`config.mk`:
```
export PLATFORM = sky130hd
export DESIGN_NAME = rxaf_top
export DESIGN_NICKNAME = d
export VERILOG_FILES = /design/src/rtl/rxaf_pkg.sv /design/src/rtl/rxaf_byte_track.sv /design/src/rtl/rxaf_addr_cmp.sv /design/src/rtl/rxaf_crc_hash.sv /design/src/rtl/rxaf_top.sv
export SDC_FILE = /design/constraint.sdc
export NUM_CORES = 1
export LEC_CHECK = 0
export ABC_CLOCK_PERIOD_IN_PS = 3050
export BUFFER_PORTS_ARGS = -buffer_cell sky130_fd_sc_hd__buf_2
export CORE_UTILIZATION = 25
export CTS_BUF_LIST = sky130_fd_sc_hd__clkbuf_8
export DETAILED_ROUTE_END_ITERATION = 8
export GPL_ROUTABILITY_DRIVEN = 1
export SLEW_MARGIN = 15
export SYNTH_ARGS = -nofsm -noshare
export SYNTH_HDL_FRONTEND = slang
export SYNTH_SLANG_ARGS = --single-unit
```
`constraint.sdc`:
```
create_clock -name clk -period 3.05 [get_ports clk]
set_input_delay 0.305 -clock clk [delete_from_list [all_inputs] [get_ports clk]]
set_output_delay 0.305 -clock clk [all_outputs]
set_load 0.01 [all_outputs]
```
`src/rtl/rxaf_pkg.sv`:
```
// Package: shared constants and the bit-serial CRC-32 byte update used by the
// group-address hash. Assumes the reflected polynomial and LSB-first bit order.
package rxaf_pkg;

    localparam int unsigned BYTE_W   = 8;
    localparam int unsigned CRC_W    = 32;
    localparam logic [31:0] CRC_POLY = 32'hEDB88320;
    localparam logic [31:0] CRC_INIT = 32'hFFFFFFFF;

    // Advance the CRC register over one byte, least significant bit first.
    function automatic logic [CRC_W-1:0] crc_byte(input logic [CRC_W-1:0] c_in,
                                                  input logic [BYTE_W-1:0] d);
        logic [CRC_W-1:0] c;
        c = c_in;
        for (int k = 0; k < BYTE_W; k++) begin
            if (c[0] ^ d[k])
                c = (c >> 1) ^ CRC_POLY;
            else
                c = c >> 1;
        end
        return c;
    endfunction

endpackage

```
`src/rtl/rxaf_byte_track.sv`:
```
// Byte tracker: counts address bytes after a start pulse and flags the first
// and the last one. Assumes rx_sof has priority over a byte in the same cycle.
module rxaf_byte_track #(
    parameter int unsigned ADDR_BYTES = 6,
    localparam int unsigned CNT_W = $clog2(ADDR_BYTES + 1)
) (
    input  logic             clk,
    input  logic             rst_n,
    input  logic             rx_sof,
    input  logic             rx_valid,
    input  logic             rx_end,
    output logic             take,
    output logic [CNT_W-1:0] idx,
    output logic             first_byte,
    output logic             last_byte
);

    localparam logic [CNT_W-1:0] LAST_IDX = CNT_W'(ADDR_BYTES - 1);

    logic             active;
    logic [CNT_W-1:0] cnt;

    // Combinational: a byte is taken only while collecting and not restarting.
    always_comb begin
        take       = active && rx_valid && !rx_sof;
        idx        = cnt;
        first_byte = take && (cnt == '0);
        last_byte  = take && (cnt == LAST_IDX);
    end

    // Collection state: start, count, and stop on last byte or frame end.
    always_ff @(posedge clk) begin
        if (!rst_n) begin
            active <= 1'b0;
            cnt    <= '0;
        end else if (rx_sof) begin
            active <= 1'b1;
            cnt    <= '0;
        end else begin
            if (take)
                cnt <= cnt + 1'b1;
            if (last_byte || rx_end)
                active <= 1'b0;
        end
    end

    assert_cnt_bound_R9: assert property (@(posedge clk) disable iff (!rst_n)
        cnt <= CNT_W'(ADDR_BYTES));
    assert_sof_restart_R10: assert property (@(posedge clk) disable iff (!rst_n)
        rx_sof |=> (active && cnt == '0));
    assert_end_stops_R8: assert property (@(posedge clk) disable iff (!rst_n)
        (rx_end && !rx_sof) |=> !active);

endmodule

```
`src/rtl/rxaf_addr_cmp.sv`:
```
// Address comparator: accumulates the station-address and all-ones matches
// byte by byte and keeps bit 0 of byte 0. Results include the current byte.
module rxaf_addr_cmp #(
    parameter int unsigned ADDR_BYTES = 6,
    localparam int unsigned CNT_W  = $clog2(ADDR_BYTES + 1),
    localparam int unsigned ADDR_W = ADDR_BYTES * rxaf_pkg::BYTE_W
) (
    input  logic             clk,
    input  logic             rst_n,
    input  logic             start,
    input  logic             take,
    input  logic             first_byte,
    input  logic [CNT_W-1:0] idx,
    input  logic [7:0]       data,
    input  logic [ADDR_W-1:0] station,
    output logic             phys_now,
    output logic             bcast_now,
    output logic             group_now
);

    logic       phys_ok;
    logic       bcast_ok;
    logic       group_q;
    logic [7:0] st_byte;

    // Combinational: select the station byte for this position, fold in byte.
    always_comb begin
        st_byte = '0;
        for (int i = 0; i < ADDR_BYTES; i++)
            if (idx == CNT_W'(i))
                st_byte = station[i*8 +: 8];
        phys_now  = phys_ok && (data == st_byte);
        bcast_now = bcast_ok && (data == 8'hFF);
        group_now = first_byte ? data[0] : group_q;
    end

    // Running match state, re-armed by every start pulse.
    always_ff @(posedge clk) begin
        if (!rst_n) begin
            phys_ok  <= 1'b0;
            bcast_ok <= 1'b0;
            group_q  <= 1'b0;
        end else if (start) begin
            phys_ok  <= 1'b1;
            bcast_ok <= 1'b1;
            group_q  <= 1'b0;
        end else if (take) begin
            phys_ok  <= phys_now;
            bcast_ok <= bcast_now;
            group_q  <= group_now;
        end
    end

    assert_rearm_R10: assert property (@(posedge clk) disable iff (!rst_n)
        start |=> (phys_ok && bcast_ok));
    assert_bcast_is_group_R5: assert property (@(posedge clk) disable iff (!rst_n)
        (take && !first_byte && bcast_ok) |-> group_q);

endmodule

```
`src/rtl/rxaf_crc_hash.sv`:
```
// Hash generator: runs CRC-32 over the address bytes and exposes the hash
// index that the current byte would produce. Assumes fixed LSB-first order.
module rxaf_crc_hash #(
    parameter int unsigned HASH_W = 6
) (
    input  logic              clk,
    input  logic              rst_n,
    input  logic              start,
    input  logic              take,
    input  logic [7:0]        data,
    output logic [HASH_W-1:0] hash_now
);

    import rxaf_pkg::*;

    logic [CRC_W-1:0] crc_q;
    logic [CRC_W-1:0] crc_nx;

    // Combinational: CRC after the current byte; index from its top bits.
    always_comb begin
        crc_nx   = crc_byte(crc_q, data);
        hash_now = crc_nx[CRC_W-1 -: HASH_W];
    end

    // CRC register, preset on start, advanced on each taken byte.
    always_ff @(posedge clk) begin
        if (!rst_n)
            crc_q <= CRC_INIT;
        else if (start)
            crc_q <= CRC_INIT;
        else if (take)
            crc_q <= crc_nx;
    end

    assert_crc_preset_R5: assert property (@(posedge clk) disable iff (!rst_n)
        start |=> (crc_q == CRC_INIT));

endmodule

```
`src/rtl/rxaf_top.sv`:
```
// Receive destination address filter: station, broadcast and hashed group
// rules plus promiscuous override; a registered verdict one cycle after the
// last address byte. Assumes configuration is steady during address bytes.
module rxaf_top #(
    parameter int unsigned ADDR_BYTES = 6,
    parameter int unsigned HASH_W     = 6,
    localparam int unsigned CNT_W     = $clog2(ADDR_BYTES + 1),
    localparam int unsigned ADDR_W    = ADDR_BYTES * 8,
    localparam int unsigned HASH_N    = 1 << HASH_W
) (
    input  logic              clk,
    input  logic              rst_n,
    input  logic              rx_sof,
    input  logic              rx_valid,
    input  logic [7:0]        rx_data,
    input  logic              rx_end,
    input  logic [ADDR_W-1:0] cfg_station,
    input  logic [HASH_N-1:0] cfg_hash,
    input  logic              cfg_promisc,
    input  logic              cfg_no_bcast,
    output logic              dec_valid,
    output logic              dec_accept,
    output logic              hit_phys,
    output logic              hit_bcast,
    output logic              hit_mcast
);

    logic             take, first_byte, last_byte;
    logic [CNT_W-1:0] idx;
    logic             phys_now, bcast_now, group_now;
    logic [HASH_W-1:0] hash_now;
    logic             d_phys, d_bcast, d_mcast, d_accept;

    rxaf_byte_track #(.ADDR_BYTES(ADDR_BYTES)) u_track (
        .clk(clk), .rst_n(rst_n), .rx_sof(rx_sof), .rx_valid(rx_valid),
        .rx_end(rx_end), .take(take), .idx(idx),
        .first_byte(first_byte), .last_byte(last_byte)
    );

    rxaf_addr_cmp #(.ADDR_BYTES(ADDR_BYTES)) u_cmp (
        .clk(clk), .rst_n(rst_n), .start(rx_sof), .take(take),
        .first_byte(first_byte), .idx(idx), .data(rx_data),
        .station(cfg_station), .phys_now(phys_now),
        .bcast_now(bcast_now), .group_now(group_now)
    );

    rxaf_crc_hash #(.HASH_W(HASH_W)) u_hash (
        .clk(clk), .rst_n(rst_n), .start(rx_sof), .take(take),
        .data(rx_data), .hash_now(hash_now)
    );

    // Combinational: apply the rule controls to the raw matches.
    always_comb begin
        d_phys   = phys_now;
        d_bcast  = bcast_now && !cfg_no_bcast;
        d_mcast  = group_now && !bcast_now && cfg_hash[hash_now];
        d_accept = cfg_promisc || d_phys || d_bcast || d_mcast;
    end

    // Verdict register: loaded on the last byte, cleared otherwise.
    always_ff @(posedge clk) begin
        if (!rst_n) begin
            dec_valid  <= 1'b0;
            dec_accept <= 1'b0;
            hit_phys   <= 1'b0;
            hit_bcast  <= 1'b0;
            hit_mcast  <= 1'b0;
        end else begin
            dec_valid  <= last_byte;
            dec_accept <= last_byte && d_accept;
            hit_phys   <= last_byte && d_phys;
            hit_bcast  <= last_byte && d_bcast;
            hit_mcast  <= last_byte && d_mcast;
        end
    end

    assert_pulse_R7: assert property (@(posedge clk) disable iff (!rst_n)
        dec_valid |=> !dec_valid);
    assert_quiet_R7: assert property (@(posedge clk) disable iff (!rst_n)
        !dec_valid |-> !(dec_accept || hit_phys || hit_bcast || hit_mcast));
    assert_after_byte_R9: assert property (@(posedge clk) disable iff (!rst_n)
        dec_valid |-> ($past(rx_valid) && !$past(rx_sof)));
    assert_hit_accepts_R11: assert property (@(posedge clk) disable iff (!rst_n)
        (hit_phys || hit_bcast || hit_mcast) |-> dec_accept);
    assert_bc_mc_excl_R5: assert property (@(posedge clk) disable iff (!rst_n)
        !(hit_bcast && hit_mcast));
    assert_no_bcast_R4: assert property (@(posedge clk) disable iff (!rst_n)
        (last_byte && cfg_no_bcast) |=> !hit_bcast);

endmodule

```
==> results of run 1 <==
## metal layers
layer,up-vias,part of all wire (%),global-route usage (%)
met5,-,0,0
met1,1703,43,16.95
met4,0,1.4,3.497
met3,14,7.2,2.473
met2,148,48,23.55
li1,1838,-,-
## through the flow
stage	total power [mW]	std cells	worst slack (ns)	hold WS (ns)	instance area, sq um
floorplan	1.389	435	0.3142	0.4225	3726
global placement	1.648	752	0.1640	0.4801	4708
detailed placement	1.659	752	0.1274	0.4801	4708
CTS	2.032	760	0.1950	0.2831	4798
global route	2.134	760	0.03291	0.2799	4798
finish	2.025	760	0.1546	0.2950	4798
## layout make-up
| type | instances | area, sq um | share of cell area (%) |
|---|---|---|---|
| tap | 184 | 230.2 | 4.798 |
| timing repair buffer | 160 | 885.9 | 18.46 |
| inverter | 17 | 63.81 | 1.330 |
| sequential | 44 | 880.8 | 18.36 |
| clock buffer | 6 | 82.58 | 1.721 |
| clock inverter | 2 | 7.507 | 0.1565 |
| multi-input combinational | 347 | 2648 | 55.18 |
## worst max-delay path: cells and delay by family, from the launching register on
kind / cells / cell delay [ns]
compound gates: 3 / 0.44
xor+xnor: 2 / 0.85
flops: 1 / 0.37
simple gates: 3 / 1.17
## power breakdown
group,internal (mW),switching (mW),total [mW]
Sequential,0.590,0.0123,0.602
Combinational,0.530,0.524,1.05
Clock,0.178,0.191,0.370
Total,1.30,0.727,2.03
## cells in the mapped netlist, drive strengths merged, types with 4 or more instances
cell    instances
inv            17
xnor2          62
dfxtp          44
o211ai         27
a221o           6
xnor3           5
nor2b           5
nand2          59
mux2i          24
clkbuf         23
a22oi           7
a221oi          4
buf             4
nand3           9
xor2           16
nand3b         12
a21oi          27
o22ai           5
nor2           11
o21ai           5
ha              5
nor3            4
## final timing paths
kind | from | to | slack [ns] | depth (start not counted)
worst max-delay path | u_hash.crc_q[3] | dec_accept | 0.15 | 8
worst min-delay path | rst_n | u_cmp.bcast_ok | 0.29 | 2
worst max register to register | u_hash.crc_q[3] | dec_accept | 0.15 | 8
worst min register to register | u_hash.crc_q[26] | u_hash.crc_q[26] | 0.49 | 2
## flip-flops by register name, summed over array words and instances, names as in the netlist
name and flops:
dec_accept 1, dec_valid 1, hit_bcast 1, hit_mcast 1, hit_phys 1, u_cmp.bcast_ok 1
u_cmp.group_q 1, u_cmp.phys_ok 1, u_hash.crc_q 32, u_track.active 1, u_track.idx 3
## kinds of logic after synthesis
group           count (synthesis)  share of synthesized area, %
simple gates                  120                         15.78
buf+inv                        44                         5.305
flops                          44                         23.64
mux                            29                         8.966
xor+xnor                       83                         23.61
fa+ha+maj                       5                         1.679
compound gates                110                         21.02
==> run metrics, run 1 <==
post-synth top area cell dfxtp_1; leading cell type in the layout, fill and taps excluded buf_2; Num CTS Buffers 5; synthesized area per cell 8.566 sq um; Worst EP required 3.28 ns; clock skew 0.006446 ns; port bufs 131; Worst Tran Pin Value 0.7146 ns; CTS tree yes; vias in the first global route 3350; Site Rows 44; gr usage total 13.50%; DIE AREA 15400 sq um; CORE AREA 14530 sq um; global route overflow 0; Area Overhead vs Synth 28.78%; WS Path Type flop to flop; largest net degree at the start of global routing 60; Pwr per Cell Area 422.1 nW/um^2; Post-Route WL 11.17 mm; count of final setup violators 0; fin crit period 2.895 ns; ant diodes 0; Min-Delay Path Class input port to flop; Max-Cap Viols 0; postcts setup bufs 0; Synth Flop Type dfxtp_1; Filler Cell Count 1547; htree depth 2; via count 3703; CTS sink count 44; Post-Synthesis Cells 435; gpl congestion 0.8623; Die X 124.1 microns; Setup TNS 0 ns; crit path cell chain xnor2_2, xnor3_1, and3_1, or2_2, a22oi_1, a21oi_1, or4b_1, o2bb2ai_1; syn nets 567; unrepaired setup endpoints after global routing no; post_cts resized 0; CP startpoint kind flop; Tcrit/Tclk final 94.93%; P_leak 2.218 nW; Worst Setup End Kind flop; hold_buf cts 0; post-layout util 33.01%; most frequent cells in the layout 131 x buf_2, 59 x nand2_1, 55 x xnor2_1, 44 x dfxtp_1, 28 x buf_4; status finished, final reports clean; IR drop worst, VDD 0.1548 mV; FMAX 0.3454 GHz; initial antenna violation count 0; clock-pin slew on the worst setup and hold paths 0.08 ns; first-pass iteration count of the detailed router 6; Async S/R FF share, synth 0%; nets 707; Post-Syn Area 3726 sq um; Yosys warnings 0; Root Driver clkbuf_8; Final Hold Vio Count 0; drt initial violations 187; number of synthesized flops with an enable pin 0; via density per instance 4.872; DRC errors left 0; synthesized flop and latch total 44; layout cells sized above 1 31.60%; Slew HR 52.02%; Wirelength per Cell 14.69 microns; register area share after synthesis 23.64%; Ports 132; top cell type's share of synthesized area 23.64%; Post-DP HPWL 8.888 mm; Crit-path slowest cell xnor3_1; Initial Util 25.64%; global-route wire length before repair 16.17 mm; Worst-Skew Late Latency 0.30 ns; CP max FO 7; Worst Path Arrival 3.13 ns; CTS max path bufs 2; Die Ht 124.1 microns; Slew Viols, Final 0; Max stage delay on crit path 0.57 ns; synth unique cells 57; antenna-violating nets left 0; leading post-synthesis cells by cell area dfxtp_1 24%, xnor2_1 13%, mux2i_1 6.4%
Note: power is estimated with default switching activity, not from simulation.
==> run 2, diff against run 1 <==
Settings changed: CORE_MARGIN from default to 2, MAX_ROUTING_LAYER from default to met4.
==> run metrics, run 2 (same netlist as run 1, synthesis figures left out) <==
status finished, final reports clean; Max stage delay on crit path 0.56 ns; met2 wire len 5.402 mm; global route overflow 0; Ports 132; DR top layer met4; fin crit period 2.902 ns; Post-Route WL 11.48 mm; register share of total power 28.6%; launch point of the worst reg-to-reg path u_hash.crc_q[7]; CORE AREA 14530 sq um; M1 WL 5.106 mm; Min-Delay Path Class input port to flop; crit path cell chain xnor2_2, buf_4, xnor3_1, and3_1, or2_2, a22oi_1, a21oi_1, or4b_1, o2bb2ai_1; Root Driver clkbuf_8; Worst Path Arrival 3.14 ns; Max-Cap Viols 0; CP max FO 7; gr usage total 14.26%; most frequent cells in the layout 131 x buf_2, 59 x nand2_1, 55 x xnor2_1, 44 x dfxtp_1, 28 x buf_4; leading cell type in the layout, fill and taps excluded buf_2; Switching Fraction 35.28%; Setup WS pre-CTS 0.1074 ns; initial antenna violation count 0; max reg flops 32; nets 707; DIE AREA 15900 sq um; Setup TNS 0 ns; Post-DP HPWL 9.202 mm; clock share of power 21.7%; Biggest register u_hash.crc_q; Worst Setup End Kind flop; clock-pin slew on the worst setup and hold paths 0.09 ns; min-delay src rst_n; global-route wire length before repair 18.02 mm; Die Ht 126.1 microns; Worst-Skew Late Latency 0.30 ns; Crit-path slowest cell or4b_1; Worst EP required 3.29 ns; Area Overhead vs Synth 29.45%; WS Path Type flop to flop; FMAX 0.3446 GHz; CP startpoint kind flop; via density per instance 4.833; Cell Int Power 1.364 mW; CTS tree yes; P_sw 0.7438 mW; Num CTS Buffers 5; vias in the first global route 3629; Tcrit/Tclk final 95.15%; Initial Util 25.64%; setup slack, reg-to-reg 0.15 ns; CTS max path bufs 2; Die X 126.1 microns; clock skew 0.008486 ns; IR drop worst, VDD 0.1610 mV; Worst Hold End u_cmp.bcast_ok; largest net degree at the start of global routing 60; layout cells sized above 1 31.94%; DRC errors left 0; Wirelength per Cell 15.10 microns; first-pass iteration count of the detailed router 4; Largest delay share family, worst path simple AND/OR/NAND/NOR gates; Slew Viols, Final 0; Site Rows 44; CTS sink count 44; Slew HR 55.62%; antenna-violating nets left 0; port bufs 131; Filler Cell Count 1537; Comb pwr share 49.7%; unrepaired setup endpoints after global routing no; htree depth 2; P_leak 2.219 nW; via count 3673; count of final setup violators 0; ant diodes 0; metal3 WL 781 microns; Levels on crit path 9; worst reg2reg path depth 9; Pwr per Cell Area 437.0 nW/um^2; final worst slack 0.1480 ns; post_cts resized 0; hold_buf cts 0; gpl congestion 0.8582; drt initial violations 198; hold path depth 2; Final Hold Vio Count 0; worst path bufs/invs 1; Worst Tran Pin Value 0.6609 ns; postcts setup bufs 0; Reg-to-Reg End dec_accept
run 2: worst max path at each step:
| stage | from | endpoint | slack (ns) |
|---|---|---|---|
| 2_1_floorplan | u_track.idx[2] | dec_accept | 0.31 |
| 3_3_place_gp | rx_data[7] | dec_accept | 0.18 |
| 3_5_place_dp | rx_data[7] | dec_accept | 0.11 |
| 4_1_cts | u_hash.crc_q[7] | dec_accept | 0.16 |
| 5_1_grt | u_hash.crc_q[7] | dec_accept | 0.03 |
| 6_report | u_hash.crc_q[7] | dec_accept | 0.15 |
run 2: worst register-to-register path: cells and delay by family (launching register included):
family / cells / cell delay (ns)
and+or+nand+nor: 3 / 1.16
xor gates and xnor gates: 2 / 0.67
AOI/OAI and AO/OA: 3 / 0.44
DFF: 1 / 0.37
buffers and inverters: 1 / 0.19
run 2: layout make-up:
class	count	area [sq um]	area share, %
multi-input combinational	347	2648	54.89
sequential	44	880.8	18.26
inverter	17	63.81	1.323
clock buffer	5	68.82	1.427
tap	184	230.2	4.773
clock inverter	3	46.29	0.9598
timing repair buffer	160	885.9	18.37
run 2: through the flow:
| step | utilization (%) | power [mW] | instance area, sq um | hold slack, ns | std cells |
|---|---|---|---|---|---|
| floorplan | - | 1.389 | 3726 | 0.4225 | 435 |
| global placement | 32.40 | 1.648 | 4708 | 0.4769 | 752 |
| detailed placement | 32.40 | 1.659 | 4708 | 0.4754 | 752 |
| CTS | 33.19 | 2.122 | 4823 | 0.2841 | 760 |
| global route | 33.19 | 2.231 | 4823 | 0.2853 | 760 |
| finish | 33.19 | 2.108 | 4823 | 0.2879 | 760 |
run 2: per-layer routing:
metal  track usage [%]  vias to the layer above
met5                 -                        -
met4             3.878                        0
met3             2.931                       11
met2             23.09                      121
met1             18.12                     1704
li1                  -                     1837
run 2: power by group through the flow:
stage | combinational, mW | sequential (mW) | clock, mW
after floorplan | 0.776 | 0.613 | 0
final | 1.05 | 0.602 | 0.458
after detailed placement | 1.04 | 0.616 | 0
after CTS | 1.05 | 0.602 | 0.470
after global placement | 1.03 | 0.615 | 0
after global routing | 1.13 | 0.604 | 0.493
==> run 3, diff against run 2 <==
Settings changed: PLACE_DENSITY from default to 0.55, SETUP_SLACK_MARGIN from default to 0.5, TNS_END_PERCENT from default to 100.
==> run metrics, run 3 (same netlist as run 1, synthesis figures left out) <==
status finished, final reports clean; global route overflow 0; vias in the first global route 3638; CTS sink count 44; Final Cell Area 5196 sq um; Worst EP required 3.29 ns; htree depth 2; Site Rows 44; most frequent cells in the layout 131 x buf_2, 59 x nand2_1, 52 x xnor2_1, 40 x buf_4, 39 x dfxtp_1; worst path bufs/invs 1; Max stage delay on crit path 0.55 ns; launch point of the worst reg-to-reg path u_hash.crc_q[2]; DRC errors left 0; hold_buf cts 0; Area Overhead vs Synth 39.46%; CTS max path bufs 2; Worst-Skew Late Latency 0.31 ns; via density per instance 4.846; CP startpoint kind flop; CORE AREA 14530 sq um; DIE AREA 15900 sq um; Die X 126.1 microns; CP max FO 8; Post-DP HPWL 9.223 mm; Crit-path slowest cell or4b_4; Biggest register u_hash.crc_q; Levels on crit path 9; max reg flops 32; min-delay src rst_n; CTS tree yes; gpl congestion 0.8769; Largest delay share family, worst path XOR/XNOR gates; Num CTS Buffers 5; layout cells sized above 1 38.89%; unrepaired setup endpoints after global routing yes; setup slack, reg-to-reg 0.36 ns; Tcrit/Tclk final 88.08%; fin crit period 2.686 ns; first-pass iteration count of the detailed router 4; placed cell areas 4740 sq um; count of final setup violators 0; Slew HR 54.43%; Setup TNS 0 ns; cell mode on critical path xnor3_2; Worst Tran Pin Value 0.6787 ns; antenna-violating nets left 0; drt initial violations 207; total power 2.273 mW; Die Ht 126.1 microns; Pwr per Cell Area 437.4 nW/um^2; Wirelength per Cell 15.15 microns; largest net degree at the start of global routing 60; Final Hold Vio Count 0; clock-pin slew on the worst setup and hold paths 0.09 ns; Min-Delay Path Class input port to flop; hold path depth 2; WS Path Type flop to flop; Root Driver clkbuf_8; Ports 132; Initial Util 25.64%; initial antenna violation count 0; leading cell type in the layout, fill and taps excluded buf_2; via count 3770; Slew Viols, Final 0; global-route wire length before repair 18.34 mm; clock skew 0.01046 ns; Post-Route WL 11.79 mm; Worst Path Arrival 2.93 ns; Worst Hold End u_cmp.bcast_ok; Worst Setup End Kind flop; crit path cell chain xnor2_4, xnor3_2, xnor3_2, buf_6, mux2i_1, a22oi_1, a21oi_1, or4b_4, o2bb2ai_1; P_leak 2.364 nW; Max-Cap Viols 0; port bufs 131; worst reg2reg path depth 9; Reg-to-Reg End dec_accept; gr usage total 14.50%; IR drop worst, VDD 0.2200 mV; nets 725; FMAX 0.3722 GHz; ant diodes 0
-- run 3: cell count changes in the layout (fill, tap and decap cells not counted), moves of 3 or more --
cell and change:
ha_4 +3, xnor2_1 -3, xnor3_2 +3, xnor3_1 -3, dfxtp_1 -5, xnor2_4 +3
a22oi_2 +3, buf_4 +12, buf_6 +4, a22oi_1 -3, dfxtp_4 +3, ha_1 -3
a221oi_1 -3
-- run 3: layer usage --
metal	up-vias	wire length (microns)	track usage (%)
met4	0	151	2.973
met2	151	5417	23.24
met1	1729	5293	19.06
li1	1877	-	-
met5	-	0	-
met3	13	924	2.889
-- run 3: worst max-delay path by stage --
stage                     from          to  slack (ns)
5_1_grt        u_hash.crc_q[2]  dec_accept        0.20
6_report       u_hash.crc_q[2]  dec_accept        0.36
3_5_place_dp        rx_data[2]  dec_accept        0.10
3_3_place_gp        rx_data[2]  dec_accept        0.14
4_1_cts        u_hash.crc_q[3]  dec_accept        0.35
2_1_floorplan  u_hash.crc_q[2]  dec_accept        0.40
-- run 3: through the flow --
step                util (%)  hold WS [ns]  setup slack, ns  cells
floorplan                  -        0.4225           0.4003    435
global placement       32.61        0.4758           0.1397    753
detailed placement     32.61        0.4773           0.1016    753
CTS                    34.27        0.2499           0.3462    769
global route           35.75        0.2589           0.2011    778
finish                 35.75        0.2521           0.3635    778
-- run 3: timing repair --
item                                    in CTS  in global routing
endpoints found under the setup margin       4                  4
setup buffers                                8                  8
resized for setup                           18                 29
pin swaps                                    7                 10
gates cloned                                 0                  1
-- run 3: worst reg2reg max path: cells and delay by family, from the launching register on --
| kind | cells | cell delay (ns) |
|---|---|---|
| multiplexers | 1 | 0.11 |
| flip-flops | 1 | 0.38 |
| buffers and inverters | 1 | 0.19 |
| AO/OA/AOI/OAI | 3 | 0.42 |
| AND/OR/NAND/NOR | 1 | 0.55 |
| XOR/XNOR | 3 | 0.97 |
-- run 3: power by group --
group | internal, mW | total (mW) | switching, mW
Clock | 0.247 | 0.473 | 0.226
Sequential | 0.588 | 0.601 | 0.0129
Combinational | 0.645 | 1.20 | 0.554
Total | 1.48 | 2.27 | 0.793
-- run 3: area by class of cell --
cell class | instances | area [sq um]
Timing Repair Buffer | 178 | 1066
Sequential cell | 44 | 894.6
Tap cell | 184 | 230.2
Multi-Input combinational cell | 347 | 2826
Inverter | 17 | 63.81
Clock buffer | 5 | 68.82
Clock inverter | 3 | 46.29
Fill cell | 1551 | 9338
